**config.mk**
```make
export PLATFORM = sky130hd
export DESIGN_NAME = ctl_reg_bridge
export DESIGN_NICKNAME = d
export VERILOG_FILES = /design/src/rtl/ctl_reg_bridge_pkg.sv /design/src/rtl/ctl_reg_bridge_ctrl.sv /design/src/rtl/ctl_reg_bridge_dp.sv /design/src/rtl/ctl_reg_bridge.sv
export SDC_FILE = /design/constraint.sdc
export NUM_CORES = 1
export LEC_CHECK = 0
export ABC_CLOCK_PERIOD_IN_PS = 3100
export BUFFER_PORTS_ARGS = -buffer_cell sky130_fd_sc_hd__buf_4
export CAP_MARGIN = 10
export CORE_MARGIN = 2
export CORE_UTILIZATION = 43
export DETAILED_ROUTE_END_ITERATION = 10
export HOLD_SLACK_MARGIN = 0.08
export PLACE_DENSITY = 0.66
export SLEW_MARGIN = 40
export SYNTH_ARGS = -nofsm -noshare
export SYNTH_HDL_FRONTEND = slang
export SYNTH_SLANG_ARGS = --single-unit
export TNS_END_PERCENT = 1
```
**constraint.sdc**
```tcl
create_clock -name clk -period 3.1 [get_ports clk]
set_input_delay 0.155 -clock clk [delete_from_list [all_inputs] [get_ports clk]]
set_output_delay 0.155 -clock clk [all_outputs]
set_load 0.05 [all_outputs]
```
**src/rtl/ctl_reg_bridge_pkg.sv**
```systemverilog
package ctl_reg_bridge_pkg;

  // Control byte bit positions
  localparam int CTRL_SEL_BIT = 0;
  localparam int CTRL_DIR_BIT = 1;
  localparam int CTRL_RST_BIT = 3;

  // Status byte bit positions
  localparam int STAT_IRQN_BIT = 4;
  localparam int STAT_BUSY_BIT = 5;

  typedef enum logic {
    XFER_IDLE = 1'b0,
    XFER_BUSY = 1'b1
  } xferState_e;

  // Strobes from control to datapath
  typedef struct packed {
    logic dataWr;   // host write to a lane offset
    logic ctrlWr;   // host write to control offset
    logic start;    // transfer begins, capture fields
    logic capture;  // transfer completes this edge
    logic busy;     // transfer in progress
  } bridgeStrb_t;

endpackage

```
**src/rtl/ctl_reg_bridge_ctrl.sv**
```systemverilog
module ctl_reg_bridge_ctrl
  import ctl_reg_bridge_pkg::*;
#(
  parameter int LANES  = 2,
  parameter int ADDR_W = 2
) (
  input  logic              clk,
  input  logic              rstN,
  input  logic [ADDR_W-1:0] hostAddr,
  input  logic              hostWrEn,
  input  logic              ctlReady,
  output bridgeStrb_t       strb
);

  localparam int OFF_CTRL = LANES;
  localparam int OFF_CMD  = LANES + 1;

  xferState_e stateQ, stateD;
  logic cmdHit;
  logic laneHit;

  always_comb begin
    laneHit = 1'b0;
    for (int i = 0; i < LANES; i++) begin
      if (hostAddr == ADDR_W'(i)) laneHit = 1'b1;
    end
  end

  assign cmdHit = hostWrEn && (hostAddr == ADDR_W'(OFF_CMD));

  always_comb begin
    stateD = stateQ;
    unique case (stateQ)
      XFER_IDLE: if (cmdHit) stateD = XFER_BUSY;
      XFER_BUSY: if (ctlReady) stateD = XFER_IDLE;
      default:   stateD = XFER_IDLE;
    endcase
  end

  always_ff @(posedge clk) begin
    if (!rstN) stateQ <= XFER_IDLE;
    else       stateQ <= stateD;
  end

  always_comb begin
    strb.dataWr  = hostWrEn && laneHit;
    strb.ctrlWr  = hostWrEn && (hostAddr == ADDR_W'(OFF_CTRL));
    strb.start   = cmdHit && (stateQ == XFER_IDLE);
    strb.capture = (stateQ == XFER_BUSY) && ctlReady;
    strb.busy    = (stateQ == XFER_BUSY);
  end

  // an idle command write of any value makes the bridge busy
  assert_start_R6: assert property (@(posedge clk) disable iff (!rstN)
    (cmdHit && !strb.busy) |=> strb.busy);

  // the ready handshake ends the transfer
  assert_done_R7: assert property (@(posedge clk) disable iff (!rstN)
    (strb.busy && ctlReady) |=> !strb.busy);

  // without ready, a busy bridge stays busy even under a new command
  assert_ignore_R10: assert property (@(posedge clk) disable iff (!rstN)
    (strb.busy && !ctlReady) |=> strb.busy);

endmodule

```
**src/rtl/ctl_reg_bridge_dp.sv**
```systemverilog
module ctl_reg_bridge_dp
  import ctl_reg_bridge_pkg::*;
#(
  parameter int BYTE_W = 8,
  parameter int LANES  = 2,
  parameter int ADDR_W = 2,
  parameter int DATA_W = BYTE_W * LANES
) (
  input  logic              clk,
  input  logic              rstN,
  input  bridgeStrb_t       strb,
  input  logic [ADDR_W-1:0] hostAddr,
  input  logic [BYTE_W-1:0] hostWrData,
  input  logic              hostRdEn,
  output logic [BYTE_W-1:0] hostRdData,
  input  logic [DATA_W-1:0] ctlRdData,
  input  logic              ctlIrq,
  output logic              ctlAddrSel,
  output logic              ctlRead,
  output logic [DATA_W-1:0] ctlWrData,
  output logic              ctlResetN
);

  localparam int OFF_CTRL = LANES;

  logic [LANES-1:0][BYTE_W-1:0] wrByte;
  logic [LANES-1:0][BYTE_W-1:0] rdByte;
  logic              selQ, dirQ, rstQ;
  logic              xferSel, xferDir;
  logic [DATA_W-1:0] xferWord;
  logic [BYTE_W-1:0] statusByte;
  logic [BYTE_W-1:0] rdMux;

  // Per-lane outgoing and returned bytes
  for (genvar g = 0; g < LANES; g++) begin : gLane
    always_ff @(posedge clk) begin
      if (!rstN)
        wrByte[g] <= '0;
      else if (strb.dataWr && hostAddr == ADDR_W'(g))
        wrByte[g] <= hostWrData;
    end

    always_ff @(posedge clk) begin
      if (!rstN)
        rdByte[g] <= '0;
      else if (strb.capture && xferDir)
        rdByte[g] <= ctlRdData[g*BYTE_W +: BYTE_W];
    end
  end

  // Control byte: only the meaningful bits are kept
  always_ff @(posedge clk) begin
    if (!rstN) begin
      selQ <= 1'b0;
      dirQ <= 1'b0;
      rstQ <= 1'b0;
    end else if (strb.ctrlWr) begin
      selQ <= hostWrData[CTRL_SEL_BIT];
      dirQ <= hostWrData[CTRL_DIR_BIT];
      rstQ <= hostWrData[CTRL_RST_BIT];
    end
  end

  // Transfer fields captured at start
  always_ff @(posedge clk) begin
    if (!rstN) begin
      xferSel  <= 1'b0;
      xferDir  <= 1'b0;
      xferWord <= '0;
    end else if (strb.start) begin
      xferSel  <= selQ;
      xferDir  <= dirQ;
      xferWord <= wrByte;
    end
  end

  always_comb begin
    statusByte                = '0;
    statusByte[STAT_BUSY_BIT] = strb.busy;
    statusByte[STAT_IRQN_BIT] = ~ctlIrq;
  end

  always_comb begin
    rdMux = '0;
    for (int i = 0; i < LANES; i++) begin
      if (hostAddr == ADDR_W'(i)) rdMux = rdByte[i];
    end
    if (hostAddr == ADDR_W'(OFF_CTRL)) rdMux = statusByte;
  end

  always_ff @(posedge clk) begin
    if (!rstN)         hostRdData <= '0;
    else if (hostRdEn) hostRdData <= rdMux;
  end

  assign ctlAddrSel = xferSel;
  assign ctlRead    = xferDir;
  assign ctlWrData  = xferWord;
  assign ctlResetN  = rstQ;

  // captured fields hold for the whole transfer
  assert_hold_R11: assert property (@(posedge clk) disable iff (!rstN)
    (strb.busy && !strb.capture) |=> ($stable(ctlWrData) && $stable(ctlAddrSel) && $stable(ctlRead)));

  // returned data changes only on a completing edge
  assert_rdhold_R9: assert property (@(posedge clk) disable iff (!rstN)
    !strb.capture |=> $stable(rdByte));

  // the reset line moves only after a control write
  assert_rst_R5: assert property (@(posedge clk) disable iff (!rstN)
    !strb.ctrlWr |=> $stable(ctlResetN));

endmodule

```
**src/rtl/ctl_reg_bridge.sv**
```systemverilog
module ctl_reg_bridge
  import ctl_reg_bridge_pkg::*;
#(
  parameter  int BYTE_W = 8,
  parameter  int LANES  = 2,
  localparam int DATA_W = BYTE_W * LANES,
  localparam int ADDR_W = $clog2(LANES + 2)
) (
  input  logic              clk,
  input  logic              rstN,
  input  logic [ADDR_W-1:0] hostAddr,
  input  logic              hostWrEn,
  input  logic [BYTE_W-1:0] hostWrData,
  input  logic              hostRdEn,
  output logic [BYTE_W-1:0] hostRdData,
  output logic              ctlReq,
  output logic              ctlAddrSel,
  output logic              ctlRead,
  output logic [DATA_W-1:0] ctlWrData,
  input  logic [DATA_W-1:0] ctlRdData,
  input  logic              ctlReady,
  input  logic              ctlIrq,
  output logic              ctlResetN
);

  bridgeStrb_t strb;

  ctl_reg_bridge_ctrl #(
    .LANES (LANES),
    .ADDR_W(ADDR_W)
  ) ctrl_i (
    .clk     (clk),
    .rstN    (rstN),
    .hostAddr(hostAddr),
    .hostWrEn(hostWrEn),
    .ctlReady(ctlReady),
    .strb    (strb)
  );

  ctl_reg_bridge_dp #(
    .BYTE_W(BYTE_W),
    .LANES (LANES),
    .ADDR_W(ADDR_W),
    .DATA_W(DATA_W)
  ) dp_i (
    .clk       (clk),
    .rstN      (rstN),
    .strb      (strb),
    .hostAddr  (hostAddr),
    .hostWrData(hostWrData),
    .hostRdEn  (hostRdEn),
    .hostRdData(hostRdData),
    .ctlRdData (ctlRdData),
    .ctlIrq    (ctlIrq),
    .ctlAddrSel(ctlAddrSel),
    .ctlRead   (ctlRead),
    .ctlWrData (ctlWrData),
    .ctlResetN (ctlResetN)
  );

  assign ctlReq = strb.busy;

endmodule

```
* Word-level counts from Yosys, hierarchy flattened
Cells that the tools add are included.
Word-level totals: bits in registers 62, latch bits 0, RAM bits 0, memory bits (read-only) 0, bits of input ports 32, word-level logic and storage cells 34, memories 0
Operators by class: add/subtract/negate cells 0, multipliers 0, divide/modulo/power cells 0, $lt $le $gt $ge 0, eq/ne operators 3, shift-type cells 0, mux-type cells 8, bitwise operators 2, reduce and logical (&&, ||, !) cells 9
Operator list (number):
- 2-to-1 mux 8 bit | 3
- logical AND 1 bit | 8
- == test 2 bit, second input constant | 2
- 2-to-1 mux 1 bit | 4
- == test 2 x 1 -> 1 bit, second input constant | 1
- logical NOT 2 bit | 1
- inverter 1 bit | 2
- one-hot mux 1 bit (2 select lines) | 1

* Depth between registers and ports, before layout
Gate-level depths: netlist of the first run.
depth in word-level cells 5, mapped depth 6

* Cells and area by module
From an unflattened synthesis of the first run, not the netlist that was laid out.
Unflattened totals: cells, all modules 257, area, all modules 2482.4 um^2
Modules (own cells, without submodules):
- ctl_reg_bridge_dp | times used 1, cells each 247, area an instance 2407.3 um^2
- ctl_reg_bridge_ctrl | times used 1, cells each 10, area an instance 75.1 um^2

* Least setup slack after synthesis of the first run
OpenSTA, ideal clock, no wires.
path type register -> register, start register ctrl_i.stateQ, end register dp_i.xferWord[10], in the netlist dp_i.ctlWrData[10], arrival 1389 ps, data required time 3034 ps, path slack 1645 ps, stages on the path, launching flop included 5, clock period less this slack 1455 ps, cell sequence dfxtp_1 -> nand4b_2 -> buf_2 -> nand2_1 -> a21boi_2
Between the ends: cells in the longest elaborated chain, start to end 2
RTL lines:
- start: declaration | RTL line ctl_reg_bridge_ctrl.sv:18 | xferState_e stateQ, stateD;
- start signal: assignment | RTL line ctl_reg_bridge_ctrl.sv:42 | else stateQ <= stateD;
- inverter 1 bit | RTL line ctl_reg_bridge_ctrl.sv:48 | strb.start = cmdHit && (stateQ == XFER_IDLE);
- logical AND 1 bit | RTL line ctl_reg_bridge_ctrl.sv:48
- end signal: assignment | RTL line ctl_reg_bridge_dp.sv:73 | xferWord <= wrByte;
- end: declaration | RTL line ctl_reg_bridge_dp.sv:30 | logic [DATA_W-1:0] xferWord;
Every way passes these cells. A chain may end at the register's enable or synchronous reset.

* Final worst setup path of the first run
start register ctrl_i.stateQ, end register dp_i.xferWord[9], in the netlist dp_i.ctlWrData[9]
Same word-level chain as after synthesis.

==> results of run 1 <==
==> power breakdown <==
group | switching [W] | total, W | internal, W
Clock | 0.000295 | 0.000707 | 0.000411
Combinational | 0.0000627 | 0.000131 | 0.0000685
Sequential | 0.00000658 | 0.000815 | 0.000808
==> routing by layer <==
| metal | vias to the layer above | share of wire (%) |
|---|---|---|
| met3 | 9 | 5.5 |
| li1 | 992 | - |
| met5 | - | 0 |
| met1 | 847 | 50 |
| met2 | 48 | 41 |
| met4 | 0 | 2.8 |
==> worst max-delay path: cells and delay by family (launching register included) <==
| family | cells | cell delay [ps] |
|---|---|---|
| and+or+nand+nor | 2 | 890 |
| AOI/OAI and AO/OA | 1 | 150 |
| DFF | 1 | 350 |
==> cell type report <==
class	instances	area, sq um
Fill cell	508	2310
Clock buffer	12	155
Multi-Input combinational cell	175	1140
Tap cell	72	90.1
Clock inverter	4	45.0
Sequential cell	62	1240
Inverter	7	26.3
Timing Repair Buffer	71	563
==> kinds of logic after synthesis <==
kind of cell | share of synthesized area (%)
buffers and inverters | 5.75
muxes | 10.7
and+or+nand+nor | 19.6
AOI/OAI and AO/OA | 14.8
DFF | 49.2
==> through the flow <==
step | total power (W) | area (sq um) | hold slack, ps
after floorplan | 0.000907 | 2520 | 290
after global placement | 0.000952 | 2940 | 409
after detailed placement | 0.000952 | 2940 | 415
after CTS | 0.00167 | 3260 | 81.2
after global routing | 0.00172 | 3260 | 87.8
final | 0.00165 | 3260 | 88.6
==> repair_timing <==
action                    4_1_cts  5_1_grt
hold endpoints to repair       12        0
buffers inserted                0        0
hold buffers                   12        0
==> synth_stat cells <==
library cell and number:
nand3b_1 2, buf_4 5, o21ai_0 1, a21boi_0 20
dfxtp_1 62, buf_6 4, o22ai_1 6, a21boi_1 4
and4b_1 1, nand2_1 68, clkbuf_1 7, o211a_1 2
and3_1 1, nor2b_1 19, and2_1 7, o221ai_1 2
buf_2 2, mux2i_1 27, nand4b_2 1, inv_1 7
nor3b_2 1, a21boi_2 10, nand2b_1 2, nand3_1 1
==> registers in the layout, summed over array words and instances (netlist names) <==
signal	count
dp_i.selQ	1
dp_i.wrByte	16
dp_i.ctlAddrSel	1
dp_i.ctlRead	1
dp_i.hostRdData	8
dp_i.dirQ	1
dp_i.ctlWrData	16
dp_i.ctlResetN	1
dp_i.rdByte	16
ctrl_i.stateQ	1
==> worst min path at each step <==
| stage | start | end | slack, ps | depth (start not counted) |
|---|---|---|---|---|
| 2_1_floorplan | ctlRdData[4] | dp_i.rdByte[4]$_SDFFE_PN0P_ | 290 | 2 |
| 3_3_place_gp | ctlRdData[8] | dp_i.rdByte[8]$_SDFFE_PN0P_ | 410 | 3 |
| 4_1_cts | hostWrData[4] | dp_i.wrByte[12]$_SDFFE_PN0P_ | 80 | 3 |
| 3_5_place_dp | ctlRdData[8] | dp_i.rdByte[8]$_SDFFE_PN0P_ | 410 | 3 |
| 6_report | hostWrData[4] | dp_i.wrByte[12]$_SDFFE_PN0P_ | 90 | 3 |
| 5_1_grt | ctlRdData[14] | dp_i.rdByte[14]$_SDFFE_PN0P_ | 90 | 3 |
==> flow_summary.yaml, run 1 <==
floorplanning:
  fp.dieArea_sq_mm: 0.00650
  die_width_um: 80.6
  io_pins: 60
  design.core.area_sq_mm: 0.00557
  die-height_um: 80.6
  floorplan.rows: 27
  initial_utilization_pct: 45.3
placed_design:
  port_buffers: 59
  hpwl_mm: 3.27
  pre_cts_slack_ps: 1600
  place.gp.congestion: 0.777
  placedCellCount: 375
setup_path:
  r2r_start: "ctrl_i.stateQ$_SDFF_PN0_"
  critical_path_cell_list: "and4b_1 > nand2_1 > a21boi_2"
  timing.critical_path.fanout_max: 18
  rr_endpoint: "dp_i.ctlWrData[9]$_SDFFE_PN0P_"
  reg2reg_depth: 3
  cpMaxStageDelayCell: "and4b_1"
  endpoint_kind_of_the_worst_setup_timing_path: "register"
  worst-setup-path-type: "reg -> reg"
  crit_end: "dp_i.ctlWrData[9]$_SDFFE_PN0P_"
  r2r_setup_slack_ps: 1640
  cpPeakStageDelay_ps: 720
  crit_path_start_kind: "register"
  cp.arrival_ps: 1720
  required_ps: 3360
  startpoint: "ctrl_i.stateQ$_SDFF_PN0_"
worst_hold_path:
  kind_of_path_behind_the_tightest_hold_check: "in -> reg"
detailed_routing:
  residual_drc_count: 0
  dr.first_iter.drc_count: 52
  via_total_after_detailed_routing: 1896
  drtPass1Iterations: 4
  ant_nets: 0
  totalWireLength_mm: 5.08
  average_via_count_per_standard_cell: 4.70
  post_drt_wl_per_cell_um: 12.6
finish:
  final_cell_mix: "68 x nand2_1, 62 x dfxtp_1, 59 x buf_4"
  area.growth.synth_to_final_pct: 29.4
  mostFrequentLayoutCell: "nand2_1"
  final_core_utilization_pct: 58.6
  antenna_cells: 0
  final_instance_count_without_filler_cells: 403
  final_net_count: 358
  final_layout_size_suffix_gt1_share_pct: 26.0
sta:
  tightest_slew_ps: 685
  timing.fmax_ghz: 0.683
  totalNegativeSetupSlack_ps: 0
  finalHoldViolations: 0
  finalCritPeriodShare_pct: 47.2
  worst_slack_ps: 1640
  finalSetupViolations: 0
  timing.max_slew.rel_slack_pct: 54.3
  slew_viol_final: 0
  grt_setup_unrepaired: "false"
  fin_skew_ps: 11.0
  layout_min_cycle_time_ps: 1460
synthesis:
  postSynthCellCount: 262
  yosys_warnings: 0
  post_synth.cell_area_avg_sq_um: 9.63
  yosysSeqAreaShare_pct: 49.2
  synth_seq_cells: 62
  mappedNetlistNets: 294
  yosysTopAreaCellShare_pct: 49.2
  synth.area.top_cells: "dfxtp_1 49%, mux2i_1 11%, nand2_1 10%"
  yosys.area.top_type: "dfxtp_1"
  netlist_cell_types: 24
  syn_area_sq_mm: 0.00252
clock_tree:
  cts_tree: "yes"
  ctsLongestPathBuffers: 2
  clock_latency_on_the_worst_skew_pair_ps: 330
  cts.reportedPaths.clkPinSlew_ps: 70
  clock_tree.root_cell: "clkbuf_8"
  numCtsBuffers: 9
  clock_sink_count: 62
  count_of_instances_resized_after_the_clock_tree_is_built: 0
  cts-htree-levels: 3
global_route:
  global_route.peak_usage_layer: "met2"
  grt_util_met1_pct: 23.9
  grt_first_pass_wirelength_mm: 8.45
  grt_remaining_overflow: 0
  groute.layer.met2.usage_pct: 24.3
  grt_max_degree: 63
  grt_util_met3_pct: 4.04
  antenna_found_initial: 0
  global_route.usage.total_pct: 17.3
  vias_in_the_first_global_route: 1762
pwr:
  pwr_density_cell_mw_per_mm2: 506
  power_leakage_nw: 1.33
  power.ir.vdd_worst_v: 0.000331
run:
  max-cap-violations: 0
status:
  run_status: "completed"
Power figures use the tool's default switching activity.
==> run 2: changes to the inputs <==
--- a/config.mk
+++ b/config.mk
@@ -5,14 +5,15 @@
 export SDC_FILE = /design/constraint.sdc
 export NUM_CORES = 1
 export LEC_CHECK = 0
-export ABC_CLOCK_PERIOD_IN_PS = 3100
+export ABC_AREA = 1
+export ABC_CLOCK_PERIOD_IN_PS = 1300
 export BUFFER_PORTS_ARGS = -buffer_cell sky130_fd_sc_hd__buf_4
 export CAP_MARGIN = 10
 export CORE_MARGIN = 2
 export CORE_UTILIZATION = 43
 export DETAILED_ROUTE_END_ITERATION = 10
 export HOLD_SLACK_MARGIN = 0.08
-export PLACE_DENSITY = 0.66
+export PLACE_DENSITY = 0.68
 export SLEW_MARGIN = 40
 export SYNTH_ARGS = -nofsm -noshare
 export SYNTH_HDL_FRONTEND = slang
==> constraint.sdc (replaced) <==
create_clock -name clk -period 1.3 [get_ports clk]
set_input_delay 0.065 -clock clk [delete_from_list [all_inputs] [get_ports clk]]
set_output_delay 0.065 -clock clk [all_outputs]
set_load 0.05 [all_outputs]
==> flow_summary.yaml, run 2 <==
status:
  run_status: "completed"
finish:
  post-route-cell-area_sq_mm: 0.00354
  mostFrequentLayoutCell: "nor2_1"
  final_net_count: 480
  area.growth.synth_to_final_pct: 35.1
  final_cell_mix: "91 x nor2_1, 82 x nand2_1, 67 x buf_4"
  filler_cell_count: 573
  final_layout_size_suffix_gt1_share_pct: 20.2
  final_core_utilization_pct: 59.7
  antenna_cells: 0
setup_path:
  timing.critical_path.fanout_max: 13
  crit_path_start_kind: "register"
  worst-setup-path-type: "reg -> out"
  cp.arrival_ps: 1150
  cpPeakStageDelay_ps: 400
  cpMaxStageDelayCell: "dfxtp_4"
  r2r_start: "ctrl_i.stateQ$_SDFF_PN0_"
  r2r_setup_slack_ps: 190
  rr_endpoint: "dp_i.ctlWrData[12]$_SDFFE_PN0P_"
  reg2reg_depth: 4
  critical_path_cell_list: "buf_4 > buf_4"
  crit_path_frequent_cell: "buf_4"
  endpoint_kind_of_the_worst_setup_timing_path: "output pin"
  required_ps: 1240
synthesis:
  synth_top_cells_by_count: "91 x nor2_1, 82 x nand2_1, 62 x dfxtp_1, 28 x nand3_1, 20 x inv_1"
  synth_seq_cells: 62
  synth.area.top_cells: "dfxtp_1 47%, nor2_1 13%, nand2_1 12%"
  yosys_warnings: 0
  yosysMostFrequentCell: "nor2_1"
  asyncSetResetFlopFracSynth_pct: 0
  yosys.area.top_type: "dfxtp_1"
  post_synth.cell_area_avg_sq_um: 7.14
  yosysTopAreaCellShare_pct: 47.4
  netlist_cell_types: 20
  synth-main-ff-cell: "dfxtp_1"
  synth_enable_flop_cells: 0
  mappedNetlistNets: 399
  syn_area_sq_mm: 0.00262
  postSynthCellCount: 367
  yosysSeqAreaShare_pct: 47.4
worst_hold_path:
  min-delay-start: "hostRdEn"
  kind_of_path_behind_the_tightest_hold_check: "in -> reg"
  hold-path-endpoint: "dp_i.hostRdData[1]$_SDFFE_PN0P_"
  hold_depth: 4
global_route:
  grt_first_pass_wirelength_mm: 10.5
  grt_remaining_overflow: 0
  grt_max_degree: 39
  global_route.usage.total_pct: 20.7
  antenna_found_initial: 0
  vias_in_the_first_global_route: 2364
sta:
  timing.fmax_ghz: 0.820
  totalNegativeSetupSlack_ps: 0
  slew_viol_final: 0
  finalHoldViolations: 0
  finalHoldWorstSlack_ps: 107
  finalCritPeriodShare_pct: 93.8
  grt_setup_unrepaired: "false"
  worst_slack_ps: 80.1
  finalSetupViolations: 0
  layout_min_cycle_time_ps: 1220
  timing.max_slew.rel_slack_pct: 68.1
  fin_skew_ps: 4.74
  tightest_slew_ps: 477
placed_design:
  port_buffers: 59
  placed_standard_cell_area_sq_mm: 0.00312
  place.gp.congestion: 0.839
  pre_cts_slack_ps: 189
  hpwl_mm: 4.17
clock_tree:
  post-cts-setup-buffer-count: 0
  ctsLongestPathBuffers: 2
  cts-htree-levels: 3
  cts_tree: "yes"
  clock_tree.root_cell: "clkbuf_8"
  numCtsBuffers: 9
  cts.reportedPaths.clkPinSlew_ps: 60
  clock_sink_count: 62
  clock_latency_on_the_worst_skew_pair_ps: 330
detailed_routing:
  residual_drc_count: 0
  drtPass1Iterations: 4
  dr.first_iter.drc_count: 130
  average_via_count_per_standard_cell: 4.74
  totalWireLength_mm: 6.27
  post_drt_wl_per_cell_um: 11.9
  via_total_after_detailed_routing: 2492
  ant_nets: 0
floorplanning:
  floorplan.rows: 28
  io_pins: 60
  die_width_um: 82.0
  fp.dieArea_sq_mm: 0.00673
  initial_utilization_pct: 44.2
  die-height_um: 82.0
  design.core.area_sq_mm: 0.00592
pwr:
  pwr_density_cell_mw_per_mm2: 1150
  power.ir.vdd_worst_v: 0.000592
  power_leakage_nw: 1.61
run:
  max-cap-violations: 0
-- run 2: cell count changes in the layout (fill, tap and decap cells not counted), sizes merged, moves of 15 or more --
cell / before / now
a21boi: 34 / 0
a21oi: 0 / 17
inv: 7 / 23
mux2i: 27 / 0
nand2: 68 / 83
nand3: 1 / 29
nand4: 0 / 17
nor2: 0 / 94
nor2b: 19 / 0
-- run 2: critical path, delay by kind of cell, from the launching register on --
family / cells / cell delay, ps
buffers and inverters: 2 / 420
flip-flops: 1 / 400
-- run 2: worst max-delay path by stage --
stage / start / end / slack, ps / depth (start not counted)
after floorplan: ctrl_i.stateQ$_SDFF_PN0_ / dp_i.rdByte[15]$_SDFFE_PN0P_ / 20 / 5
after global placement: ctrl_i.stateQ$_SDFF_PN0_ / dp_i.ctlWrData[14]$_SDFFE_PN0P_ / 200 / 4
after detailed placement: ctrl_i.stateQ$_SDFF_PN0_ / dp_i.ctlWrData[14]$_SDFFE_PN0P_ / 190 / 4
after CTS: hostAddr[1] / dp_i.wrByte[13]$_SDFFE_PN0P_ / 40 / 7
after global routing: ctrl_i.stateQ$_SDFF_PN0_ / ctlReq / 30 / 2
final: ctrl_i.stateQ$_SDFF_PN0_ / ctlReq / 80 / 2
-- run 2: kinds of logic after synthesis --
group                  count (synthesis)  synth area share (%)
buffers and inverters                 46                  7.84
AND/OR/NAND/NOR                      240                  41.1
flip-flops                            62                  47.4
AO/OA/AOI/OAI                         19                  3.63
-- run 2: what timing repair did --
action,CTS,global route
hold buffers,25,0
endpoints found under the hold margin,31,0
endpoints found under the setup margin,0,8
gates resized for setup,0,1
-- run 2: final cells by class --
| class | instances | area, sq um | share of cell area [%] |
|---|---|---|---|
| Clock inverter | 2 | 10.0 | 0.283 |
| Tap cell | 75 | 93.8 | 2.65 |
| Sequential cell | 62 | 1250 | 35.3 |
| Clock buffer | 12 | 145 | 4.10 |
| Multi-Input combinational cell | 259 | 1180 | 33.4 |
| Timing Repair Buffer | 93 | 773 | 21.9 |
| Inverter | 23 | 86.3 | 2.44 |
-- run 2: where the power goes --
part | total (W) | internal [W] | switching (W)
clock network | 0.00139 | 0.000717 | 0.000669
registers | 0.00201 | 0.00197 | 0.0000402
logic | 0.000678 | 0.000270 | 0.000408
-- run 2: per-layer routing --
layer,wire (um),up-vias,GRT usage [%]
li1,-,1325,-
met1,2860,1096,23.5
met2,3010,65,36.3
met3,326,6,5.93
met4,63,0,8.33
met5,0,-,0
-- run 2: stage by stage --
stage / total power [W] / std cells
2_1_floorplan: 0.00246 / 367
3_3_place_gp: 0.00266 / 487
3_5_place_dp: 0.00267 / 487
4_1_cts: 0.00412 / 526
5_1_grt: 0.00426 / 526
6_report: 0.00408 / 526
